`config.mk`:
```
export PLATFORM = sky130hd
export DESIGN_NAME = bsu_top
export DESIGN_NICKNAME = d
export VERILOG_FILES = /design/src/rtl/bsu_pkg.sv /design/src/rtl/bsu_gsr.sv /design/src/rtl/bsu_shuffle.sv /design/src/rtl/bsu_ctrl.sv /design/src/rtl/bsu_top.sv
export SDC_FILE = /design/constraint.sdc
export NUM_CORES = 1
export LEC_CHECK = 0
export BUFFER_PORTS_ARGS = -buffer_cell sky130_fd_sc_hd__buf_2
export CORE_MARGIN = 8
export CORE_UTILIZATION = 35
export CTS_BUF_LIST = sky130_fd_sc_hd__clkbuf_8
export CTS_CLUSTER_SIZE = 20
export DETAILED_ROUTE_END_ITERATION = 16
export PLACE_DENSITY = 0.54
export SLEW_MARGIN = 25
export SYNTH_ARGS = -nofsm -noshare
export SYNTH_HDL_FRONTEND = slang
export SYNTH_SLANG_ARGS = --single-unit
```
`constraint.sdc`:
```
create_clock -name clk -period 3.4 [get_ports clk]
set_clock_uncertainty 0.1 [all_clocks]
set_input_delay 0.17 -clock clk [delete_from_list [all_inputs] [get_ports clk]]
set_output_delay 0.17 -clock clk [all_outputs]
set_load 0.01 [all_outputs]
```
`src/rtl/bsu_pkg.sv`:
```
package bsu_pkg;
    typedef enum logic {
        CMD_MASKADD = 1'b0,
        CMD_SHUFFLE = 1'b1
    } bsu_cmd_e;

    typedef enum logic {
        ST_IDLE   = 1'b0,
        ST_RESULT = 1'b1
    } bsu_state_e;
endpackage

```
`src/rtl/bsu_gsr.sv`:
```
module bsu_gsr #(
    parameter int DATA_W    = 64,
    parameter int MASK_BITS = 32
) (
    input  logic                 clk,
    input  logic                 rst_n,
    input  logic                 mask_we,
    input  logic [MASK_BITS-1:0] mask_din,
    input  logic                 ld_en,
    input  logic [DATA_W-1:0]    ld_data,
    output logic [DATA_W-1:0]    gsr_q
);
    localparam int LOW_W = DATA_W - MASK_BITS;

    // the mask-add write outranks the full-word load
    always_ff @(posedge clk or negedge rst_n) begin
        if (!rst_n) begin
            gsr_q <= '0;
        end else if (mask_we) begin
            gsr_q <= {mask_din, gsr_q[LOW_W-1:0]};
        end else if (ld_en) begin
            gsr_q <= ld_data;
        end
    end
endmodule

```
`src/rtl/bsu_shuffle.sv`:
```
module bsu_shuffle #(
    parameter int DATA_W = 64,
    parameter int LANE_W = 8
) (
    input  logic [DATA_W-1:0]                                   src_a,
    input  logic [DATA_W-1:0]                                   src_b,
    input  logic [(DATA_W/LANE_W)*$clog2(2*(DATA_W/LANE_W))-1:0] sel_mask,
    output logic [DATA_W-1:0]                                   dout
);
    localparam int LANES = DATA_W / LANE_W;
    localparam int SEL_W = $clog2(2 * LANES);

    logic [2*DATA_W-1:0] pool;
    assign pool = {src_b, src_a};

    for (genvar i = 0; i < LANES; i++) begin : g_lane
        logic [SEL_W-1:0] pick;
        assign pick = sel_mask[i*SEL_W +: SEL_W];
        assign dout[i*LANE_W +: LANE_W] = pool[int'(pick)*LANE_W +: LANE_W];
    end
endmodule

```
`src/rtl/bsu_ctrl.sv`:
```
module bsu_ctrl
    import bsu_pkg::*;
#(
    parameter int DATA_W = 64
) (
    input  logic              clk,
    input  logic              rst_n,
    input  logic              cmd_valid,
    input  logic              cmd_sel,
    input  logic [DATA_W-1:0] sum_val,
    input  logic [DATA_W-1:0] shuf_val,
    output logic [DATA_W-1:0] res_data,
    output logic              res_valid
);
    bsu_state_e state_q, state_d;

    always_comb begin
        state_d = state_q;
        unique case (state_q)
            ST_IDLE:   state_d = cmd_valid ? ST_RESULT : ST_IDLE;   // T_ISSUE
            ST_RESULT: state_d = cmd_valid ? ST_RESULT : ST_IDLE;   // T_CHAIN / T_DRAIN
            default:   state_d = ST_IDLE;
        endcase
    end

    always_ff @(posedge clk or negedge rst_n) begin
        if (!rst_n) state_q <= ST_IDLE;
        else        state_q <= state_d;
    end

    always_ff @(posedge clk or negedge rst_n) begin
        if (!rst_n) begin
            res_data <= '0;
        end else if (cmd_valid) begin
            res_data <= (bsu_cmd_e'(cmd_sel) == CMD_SHUFFLE) ? shuf_val : sum_val;
        end
    end

    assign res_valid = (state_q == ST_RESULT);
endmodule

```
`src/rtl/bsu_top.sv`:
```
module bsu_top
    import bsu_pkg::*;
#(
    parameter int DATA_W = 64,
    parameter int LANE_W = 8
) (
    input  logic              clk,
    input  logic              rst_n,
    input  logic              cmd_valid,
    input  logic              cmd_sel,
    input  logic [DATA_W-1:0] op_a,
    input  logic [DATA_W-1:0] op_b,
    input  logic              gsr_ld_en,
    input  logic [DATA_W-1:0] gsr_ld_data,
    output logic [DATA_W-1:0] res_data,
    output logic              res_valid,
    output logic [DATA_W-1:0] gsr_q
);
    localparam int LANES     = DATA_W / LANE_W;
    localparam int SEL_W     = $clog2(2 * LANES);
    localparam int MASK_BITS = LANES * SEL_W;

    logic [DATA_W-1:0] sum_val;
    logic [DATA_W-1:0] shuf_val;
    logic              mask_we;

    assign sum_val = op_a + op_b;
    assign mask_we = cmd_valid && (bsu_cmd_e'(cmd_sel) == CMD_MASKADD);

    bsu_gsr #(.DATA_W(DATA_W), .MASK_BITS(MASK_BITS)) u_gsr (
        .clk      (clk),
        .rst_n    (rst_n),
        .mask_we  (mask_we),
        .mask_din (sum_val[MASK_BITS-1:0]),
        .ld_en    (gsr_ld_en),
        .ld_data  (gsr_ld_data),
        .gsr_q    (gsr_q)
    );

    bsu_shuffle #(.DATA_W(DATA_W), .LANE_W(LANE_W)) u_shuf (
        .src_a    (op_a),
        .src_b    (op_b),
        .sel_mask (gsr_q[DATA_W-1 -: MASK_BITS]),
        .dout     (shuf_val)
    );

    bsu_ctrl #(.DATA_W(DATA_W)) u_ctrl (
        .clk       (clk),
        .rst_n     (rst_n),
        .cmd_valid (cmd_valid),
        .cmd_sel   (cmd_sel),
        .sum_val   (sum_val),
        .shuf_val  (shuf_val),
        .res_data  (res_data),
        .res_valid (res_valid)
    );
endmodule

```
==> flow_metrics.tcl, run 1 <==
set metrics [dict create \
    clock-sinks 129 \
    clkLatencyLatePin_ps 540 \
    p_per_area_nw_per_um2 422 \
    portBuffers 325 \
    ant_nets 0 \
    clk_path_buf_depth 2 \
    netlist.top_cell.by_area "mux4_2" \
    critPathLaunchType "input port" \
    synth_common_cells "320 x mux4_2, 129 x dfrtp_1, 118 x a21oi_1" \
    p_leak_uw 0.00875 \
    peakVddDrop_mv 0.267 \
    synthCells 1471 \
    synth_edf_count 0 \
    hold_viol_final 0 \
    vias_per_cell 6.62 \
    synthToLayoutAreaGrowth_pct 25.9 \
    yosys_register_bits 129 \
    critPathMaxFanout 3 \
    synth.top_cell.area_share_pct 42.6 \
    dieArea_um2 55700 \
    h-tree-depth 4 \
    cts_buffers 17 \
    die_w_um 236 \
    ctsHoldBuffers 67 \
    start_util_pct 35.5 \
    cts_tree "yes" \
    coreArea_um2 47700 \
    hold_class "in -> reg" \
    ys.warnings.count 0 \
    synth_most_common_cell "mux4_2" \
    cp.arrival_ps 3350 \
    crit_path_end_kind "flop" \
    post-route-min-period_ps 3070 \
    drive_gt1_share_pct 47.5 \
    rsz0062_at_grt "no" \
    ctsResizeCount 0 \
    grt_pass1_wl_um 125000 \
    synth_area_per_cell_um2 11.5 \
    synthArstFlopShare_pct 100 \
    fin_util_pct 44.7 \
    cap_violations 0 \
    vias 16900 \
    clockRootBuffer "clkbuf_8" \
    grt_usage_pct 30.4 \
    synth_cell_types 68 \
    dp_hpwl_um 67800 \
    slew_headroom_pct 29.3 \
    worst_pin_slew_ps 1060 \
    setup_viol_count_final 0 \
    grt_max_degree 90 \
    grt_pass1_vias 17400 \
    finalNetCount 2180 \
    gp_congestion 1.05 \
    postCtsSetupBuffers 0 \
    ios 326 \
    syn_area_um2 16900 \
    ys.flop_type "dfrtp_1" \
    dpl_cell_area_um2 20300 \
    n_fill_cell 4527 \
    drc 0 \
    multiInputGateArea_um2 13100 \
    worstHoldPathCells 4 \
    max_freq_mhz 326 \
    clkTransAtPathRegs_ps 110 \
    dr.pass1.iters 8 \
    fin_crit_sh_pct 90.3 \
    drt-wirelength-per-cell_um 34.0 \
    antenna_found_initial 4 \
    maxSlewViolCount 0 \
    required_ps 3670 \
    reg2reg_depth 6 \
    status "completed" \
    die_h_um 236 \
    grt-ovfl-total 0 \
    design_area_um2 21300 \
    routed_wl_um 86500 \
    yosys-top-cells-area "mux4_2 43%, dfrtp_1 19%, ha_1 4.7%" \
    ff_latch_area_um2 3240 \
    core.rowCount 80 \
    synth_nets 1732 \
    seq_area_frac_synth_pct 19.1 \
    drt_iter0_markers 1966 \
    timing.hold.ws_ps 64.8 \
    crit_type "in -> reg" \
]
==> metal layers <==
metal	up-vias	GRT usage [%]	part of all wire, %
li1	6861	-	-
met5	-	0	0.052
met4	6	16.4	6.4
met1	8494	37.7	38
met3	263	8.31	10
met2	1248	48.0	46
==> power by group <==
group          total (uW)  switching [uW]  internal, uW
clock                1370             819           552
sequential           2230             406          1830
combinational        5400            2800          2600
total                9000            4030          4980
==> worst max-delay path: stages <==
cell and delay [ps]:
buf_2 100, ha_1 260, fa_1 260, a21oi_2 90, o211ai_2 180, nor4b_1 580, o21ai_1 220, a21oi_1 250
a2bb2oi_1 380, a21oi_1 190, o21a_1 210, xor2_1 280, o221ai_1 160
==> placed cells by master (no fill, tap or decap), types with 38 or more instances in the layout <==
cell type | netlist | layout
mux4_2 | 320 | 320
dfrtp_1 | 129 | 121
buf_2 | 6 | 322
a21o_1 | 38 | 38
mux2i_1 | 67 | 67
a21oi_1 | 118 | 118
nand2_1 | 109 | 109
buf_4 | 0 | 172
o21ai_0 | 82 | 82
dlygate4sd3_1 | 0 | 67
ha_1 | 63 | 63
nor2_1 | 93 | 93
==> stage by stage <==
stage | setup TNS [ps] | total power [uW] | instances | worst slack (ps)
finish | 0 | 9000 | 2549 | 328
floorplan | 0 | 5250 | 1471 | 571
CTS | 0 | 8990 | 2547 | 501
global route | 0 | 9400 | 2548 | 241
detailed placement | -175 | 7520 | 2448 | -72.3
global placement | -108 | 7480 | 2448 | -38.2
==> state kept, by name, indices dropped and copies added, names as in the netlist <==
register / flops
u_ctrl.res_data: 64
u_gsr.gsr_q: 64
u_ctrl.res_valid: 1
==> cell type report <==
type	instances	area share [%]
Antenna cell	2	0.0235
Clock buffer	17	1.10
Clock inverter	15	0.751
Inverter	21	0.370
Multi-Input combinational cell	1180	61.4
Sequential cell	129	15.2
Tap cell	615	3.61
Timing Repair Buffer	570	17.6
==> final timing paths <==
check,from,end,slack [ps]
worst max-delay path,op_a[0],u_ctrl.res_data[42],330
worst min-delay path,op_b[1],u_gsr.gsr_q[33],60
worst max register to register,u_gsr.gsr_q[52],u_ctrl.res_data[44],560
worst min register to register,u_ctrl.res_data[47],u_ctrl.res_data[47],400
max in group asynchronous,rst_n,u_gsr.gsr_q[40],2260
min in group asynchronous,rst_n,u_ctrl.res_data[38],130
==> cell families after synthesis <==
| family | after synthesis | share of synthesized area (%) |
|---|---|---|
| compound gates | 348 | 13.1 |
| xor+xnor | 55 | 2.85 |
| fa+ha+maj | 64 | 4.77 |
| buf+inv | 162 | 3.64 |
| flops | 129 | 19.1 |
| mux | 423 | 48.9 |
| simple gates | 290 | 7.68 |
No activity file was read; power rests on OpenSTA's default activity.
==> run 2: changes to the inputs <==
- CORE_UTILIZATION: 35 -> 30
- PLACE_DENSITY: 0.54 -> 0.48
==> run 2 against run 1 <==
Compared with the run above:
- setup slack improved by 100 ps
- clock-buffer cell count unchanged
- via count increased by 0.22%
- critical path depth unchanged
- sequential share of layout area decreased by 0.33 points
- wire length increased by 4.5%
- clock power about the same
- non-clock buffer count increased by 31
- total power increased by 2.2%
- critical path type unchanged
- highest routed layer unchanged
==> flow_metrics.tcl, run 2 (synthesized netlist as in run 1, its figures left out) <==
set metrics [dict create \
    required_ps 3780 \
    post-route-min-period_ps 2970 \
    die_w_um 254 \
    maxSlewViolCount 0 \
    die_h_um 254 \
    n_fill_cell 5641 \
    drc 0 \
    vias 16900 \
    layout_common_cells "322 x buf_2, 320 x mux4_2, 197 x buf_4, 121 x dfrtp_1, 118 x a21oi_1" \
    cts_tree "yes" \
    crit_type "in -> reg" \
    crit_path_end_kind "flop" \
    setup_viol_count_final 0 \
    ant_nets 0 \
    status "completed" \
    vias_per_cell 6.21 \
    dieArea_um2 64300 \
    cap_violations 0 \
    core.rowCount 87 \
    grt_pass1_wl_um 128000 \
    critPathMaxFanout 9 \
    peakVddDrop_mv 0.265 \
    gp_congestion 0.977 \
    dp_hpwl_um 71800 \
    clock-sinks 129 \
    multiInputGateArea_um2 13100 \
    dr.pass1.iters 7 \
    power_frac_clock_pct 15.1 \
    routed_wl_um 90400 \
    ios 326 \
    cp.arrival_ps 3350 \
    seqPwrFrac_pct 24.4 \
    p_int_uw 5040 \
    drive_gt1_share_pct 48.2 \
    hold_viol_final 0 \
    postCtsSetupBuffers 0 \
    rsz0062_at_grt "no" \
    p_per_area_nw_per_um2 422 \
    critPathLaunchType "input port" \
    h-tree-depth 4 \
    hold_class "in -> async" \
    p_leak_uw 0.00892 \
    clockRootBuffer "clkbuf_8" \
    cts_buffers 17 \
    grt-ovfl-total 0 \
    worstPathCellList "buf_2 -> ha_1 -> fa_1 -> a21oi_2 -> o211ai_2 -> nor4b_1 -> o21ai_1 -> a211oi_2 -> o21ai_2 -> o31a_1 -> nor2_1 -> mux2_2 -> a21oi_1" \
    slowest_stage "nor4b_1" \
    p_sw_share_pct 45.3 \
    grt_usage_pct 27.8 \
    antenna_found_initial 8 \
    drt-wirelength-per-cell_um 33.2 \
    finalNetCount 2211 \
    clkTransAtPathRegs_ps 100 \
    clk_path_buf_depth 2 \
    power.switching_uw 4170 \
    clkLatencyLatePin_ps 550 \
    synthToLayoutAreaGrowth_pct 28.7 \
    coreArea_um2 56100 \
    slew_headroom_pct 24.1 \
    drt_iter0_markers 1862 \
    final_common_cell "buf_2" \
    cp_slowest_stage_delay_ps 470 \
    grt_pass1_vias 17200 \
    worst_pin_slew_ps 1140 \
    fin_crit_sh_pct 87.3 \
    grt_max_degree 74 \
    fin_util_pct 38.9 \
    portBuffers 325 \
    ff_latch_area_um2 3240 \
    tns_ps 0 \
    start_util_pct 30.2 \
    max_freq_mhz 337 \
    p_comb_share_pct 60.5 \
]
run 2: worst paths after layout:
kind / startpoint / slack (ps) / to / depth (start not counted)
setup / recovery: op_a[0] / 430 / u_ctrl.res_data[62] / 13
setup reg to reg: u_gsr.gsr_q[48] / 480 / u_ctrl.res_data[39] / 6
max in group asynchronous: rst_n / 2250 / u_gsr.gsr_q[52] / 3
min in group clk: op_b[1] / 80 / u_gsr.gsr_q[33] / 4
hold / removal: rst_n / 50 / u_ctrl.res_data[46] / 2
hold reg to reg: u_ctrl.res_data[47] / 380 / u_ctrl.res_data[47] / 1
run 2: timing repair:
action                    4_1_cts  5_1_grt
hold buffers                   68        0
resized for setup               0        0
hold endpoints to repair      168        0
run 2: per-layer routing:
layer  global-route usage, %  share of wire [%]  vias to the layer above
li1                        -                  -                     6929
met1                    35.6                 39                     8559
met2                    44.2                 46                     1179
met3                    6.76                9.9                      232
met4                    12.9                5.4                       10
met5                       0              0.082                        -
run 2: final cells by class:
cell class	count	area share, %
Sequential cell	129	14.9
Clock buffer	17	1.07
Inverter	21	0.362
Antenna cell	2	0.0230
Multi-Input combinational cell	1180	60.1
Clock inverter	15	0.723
Timing Repair Buffer	601	18.5
Tap cell	756	4.34
run 2: power by group through the flow:
| stage | sequential [uW] | clock (uW) | combinational [uW] |
|---|---|---|---|
| 5_1_grt | 2290 | 1500 | 5830 |
| 4_1_cts | 2240 | 1460 | 5520 |
| 3_5_place_dp | 2270 | 0 | 5440 |
| 2_1_floorplan | 2150 | 0 | 3100 |
| 6_report | 2250 | 1390 | 5560 |
| 3_3_place_gp | 2270 | 0 | 5420 |
run 2: per-stage QoR:
stage | power (uW) | hold slack, ps | worst slack (ps) | std cells | area [um^2]
global route | 9610 | 66.9 | 250 | 2720 | 21800
detailed placement | 7710 | 64.3 | -131 | 2619 | 20700
finish | 9200 | 47.9 | 431 | 2721 | 21800
floorplan | 5250 | -226 | 571 | 1471 | 16900
global placement | 7690 | 58.9 | -73.2 | 2619 | 20700
CTS | 9220 | 20.2 | 487 | 2719 | 21800
run 2: worst max-delay path: cells and delay by family:
family	cells	cell delay, ps
mux	1	340
compound gates	7	1560
buf+inv	1	170
fa+ha+maj	2	490
simple gates	2	610
==> run 3: changes to the inputs <==
- CAP_MARGIN: default -> 20
- PLACE_DENSITY: 0.48 -> default
==> run 3 against run 2 <==
Compared with the run above:
- sequential share of layout area grew 0.078 points
- critical path depth stayed put
- cell count is 0.59% lower
- register-to-register slack improved by 90 ps
- via count increased by 1.2%
- non-clock buffer count is 23 lower
- clock-buffer cell count stayed put
- first-iteration DRC count increased by 9.8%
- critical path type unchanged
- largest power group unchanged
==> flow_metrics.tcl, run 3 (synthesized netlist as in run 1, its figures left out) <==
set metrics [dict create \
    reg2reg_from "u_gsr.gsr_q[48]" \
    rrSetupSlack_ps 570 \
    crit_end "u_ctrl.res_data[36]" \
    r2r-end "u_ctrl.res_data[35]" \
    maxSlewViolCount 0 \
    die_h_um 254 \
    ios 326 \
    slowest_stage "a211oi_2" \
    p_leak_uw 0.00884 \
    grt_pass1_vias 17500 \
    clock-sinks 129 \
    drive_gt1_share_pct 47.7 \
    hold_class "in -> async" \
    grt-ovfl-total 0 \
    clockRootBuffer "clkbuf_8" \
    antenna_found_initial 14 \
    dieArea_um2 64300 \
    clkLatencyLatePin_ps 530 \
    h-tree-depth 4 \
    core.rowCount 87 \
    vias_per_cell 6.32 \
    rsz0062_at_grt "no" \
    cts_buffers 17 \
    critPathMaxFanout 3 \
    tns_ps 0 \
    clk_path_buf_depth 2 \
    crit_type "in -> reg" \
    cp.arrival_ps 3500 \
    worst_pin_slew_ps 1130 \
    ctsHoldBuffers 68 \
    routed_wl_um 90400 \
    die_w_um 254 \
    slew_headroom_pct 24.7 \
    max_freq_mhz 319 \
    fin_crit_sh_pct 92.2 \
    required_ps 3770 \
    ctsResizeCount 0 \
    finalNetCount 2188 \
    grt_pass1_wl_um 128000 \
    peakVddDrop_mv 0.243 \
    dp_hpwl_um 70300 \
    coreArea_um2 56100 \
    postCtsSetupBuffers 0 \
    hold_viol_final 0 \
    critPathLaunchType "input port" \
    status "completed" \
    drt-wirelength-per-cell_um 33.4 \
    clkTransAtPathRegs_ps 100 \
    synthToLayoutAreaGrowth_pct 28.1 \
    crit_path_end_kind "flop" \
    cap_violations 0 \
    drc 0 \
    grt_usage_pct 27.7 \
    dp_cells 2596 \
    p_per_area_nw_per_um2 427 \
    cts_tree "yes" \
    grt_max_degree 104 \
    final_cells 2705 \
    worstPathCellList "buf_2 -> ha_1 -> fa_1 -> a21oi_2 -> o211ai_2 -> or3b_1 -> a211oi_2 -> o21ai_2 -> o21bai_1 -> buf_4 -> xnor2_1 -> o211ai_1 -> o21a_1" \
    n_fill_cell 5457 \
    start_util_pct 30.2 \
    gp_congestion 1.01 \
    post-route-min-period_ps 3140 \
    layout_common_cells "322 x buf_2, 320 x mux4_2, 172 x buf_4, 120 x dfrtp_1, 118 x a21oi_1" \
    portBuffers 325 \
    startpoint "op_a[0]" \
    ant_nets 0 \
    reg2reg_depth 6 \
    cp_slowest_stage_delay_ps 510 \
    final_common_cell "buf_2" \
    dr.pass1.iters 5 \
    vias 17100 \
    setup_viol_count_final 0 \
    drt_iter0_markers 2045 \
]
[run 3: cell type report]
class,instances,area (um^2),area share (%)
diodes,9,22.5,0.104
clock buffers,17,234,1.08
clock inverters,15,181,0.837
inverters,21,78.8,0.363
multi-input cells,1180,13100,60.4
flip-flops and latches,129,3240,14.9
well taps,756,946,4.36
repair buffers,578,3890,18.0
[run 3: worst max-delay path: cells and delay by family]
family	cells	cell delay [ps]
compound gates	7	2010
xor+xnor	1	70
fa+ha+maj	2	570
buf+inv	2	260
simple gates	1	410
[run 3: per-stage QoR]
stage,setup slack (ps),hold slack (ps),utilization (%),total power (uW),cell area (um^2)
3_3_place_gp,-241,126,36.7,7620,20600
6_report,265,115,38.7,9270,21700
2_1_floorplan,571,-226,-,5250,16900
3_5_place_dp,-203,136,36.7,7670,20600
5_1_grt,240,149,38.7,9660,21700
4_1_cts,377,77.3,38.6,9260,21700
[run 3: metal layers]
| metal | vias up | track usage [%] | share of wire (%) |
|---|---|---|---|
| li1 | 6882 | - | - |
| met2 | 1354 | 42.9 | 45 |
| met3 | 289 | 8.48 | 11 |
| met4 | 6 | 15.8 | 6.6 |
| met5 | - | 0 | 0.044 |
| met1 | 8578 | 34.2 | 37 |
[run 3: worst min-delay path by stage]
stage / start / end / slack, ps
finish: rst_n / u_ctrl.res_data[46] / 120
global route: rst_n / u_ctrl.res_data[46] / 150
CTS: rst_n / u_ctrl.res_data[43] / 80
detailed placement: rst_n / u_ctrl.res_data[43] / 140
global placement: rst_n / u_ctrl.res_data[46] / 130
floorplan: rst_n / u_ctrl.res_data[0] / -230
[run 3: power by group]
part	internal [uW]	switching [uW]	total (uW)	leakage [uW]
clock	626	849	1480	0.000209
sequential	1820	496	2320	0.00149
combinational	2650	2830	5480	0.00714
total	5100	4170	9270	0.00884
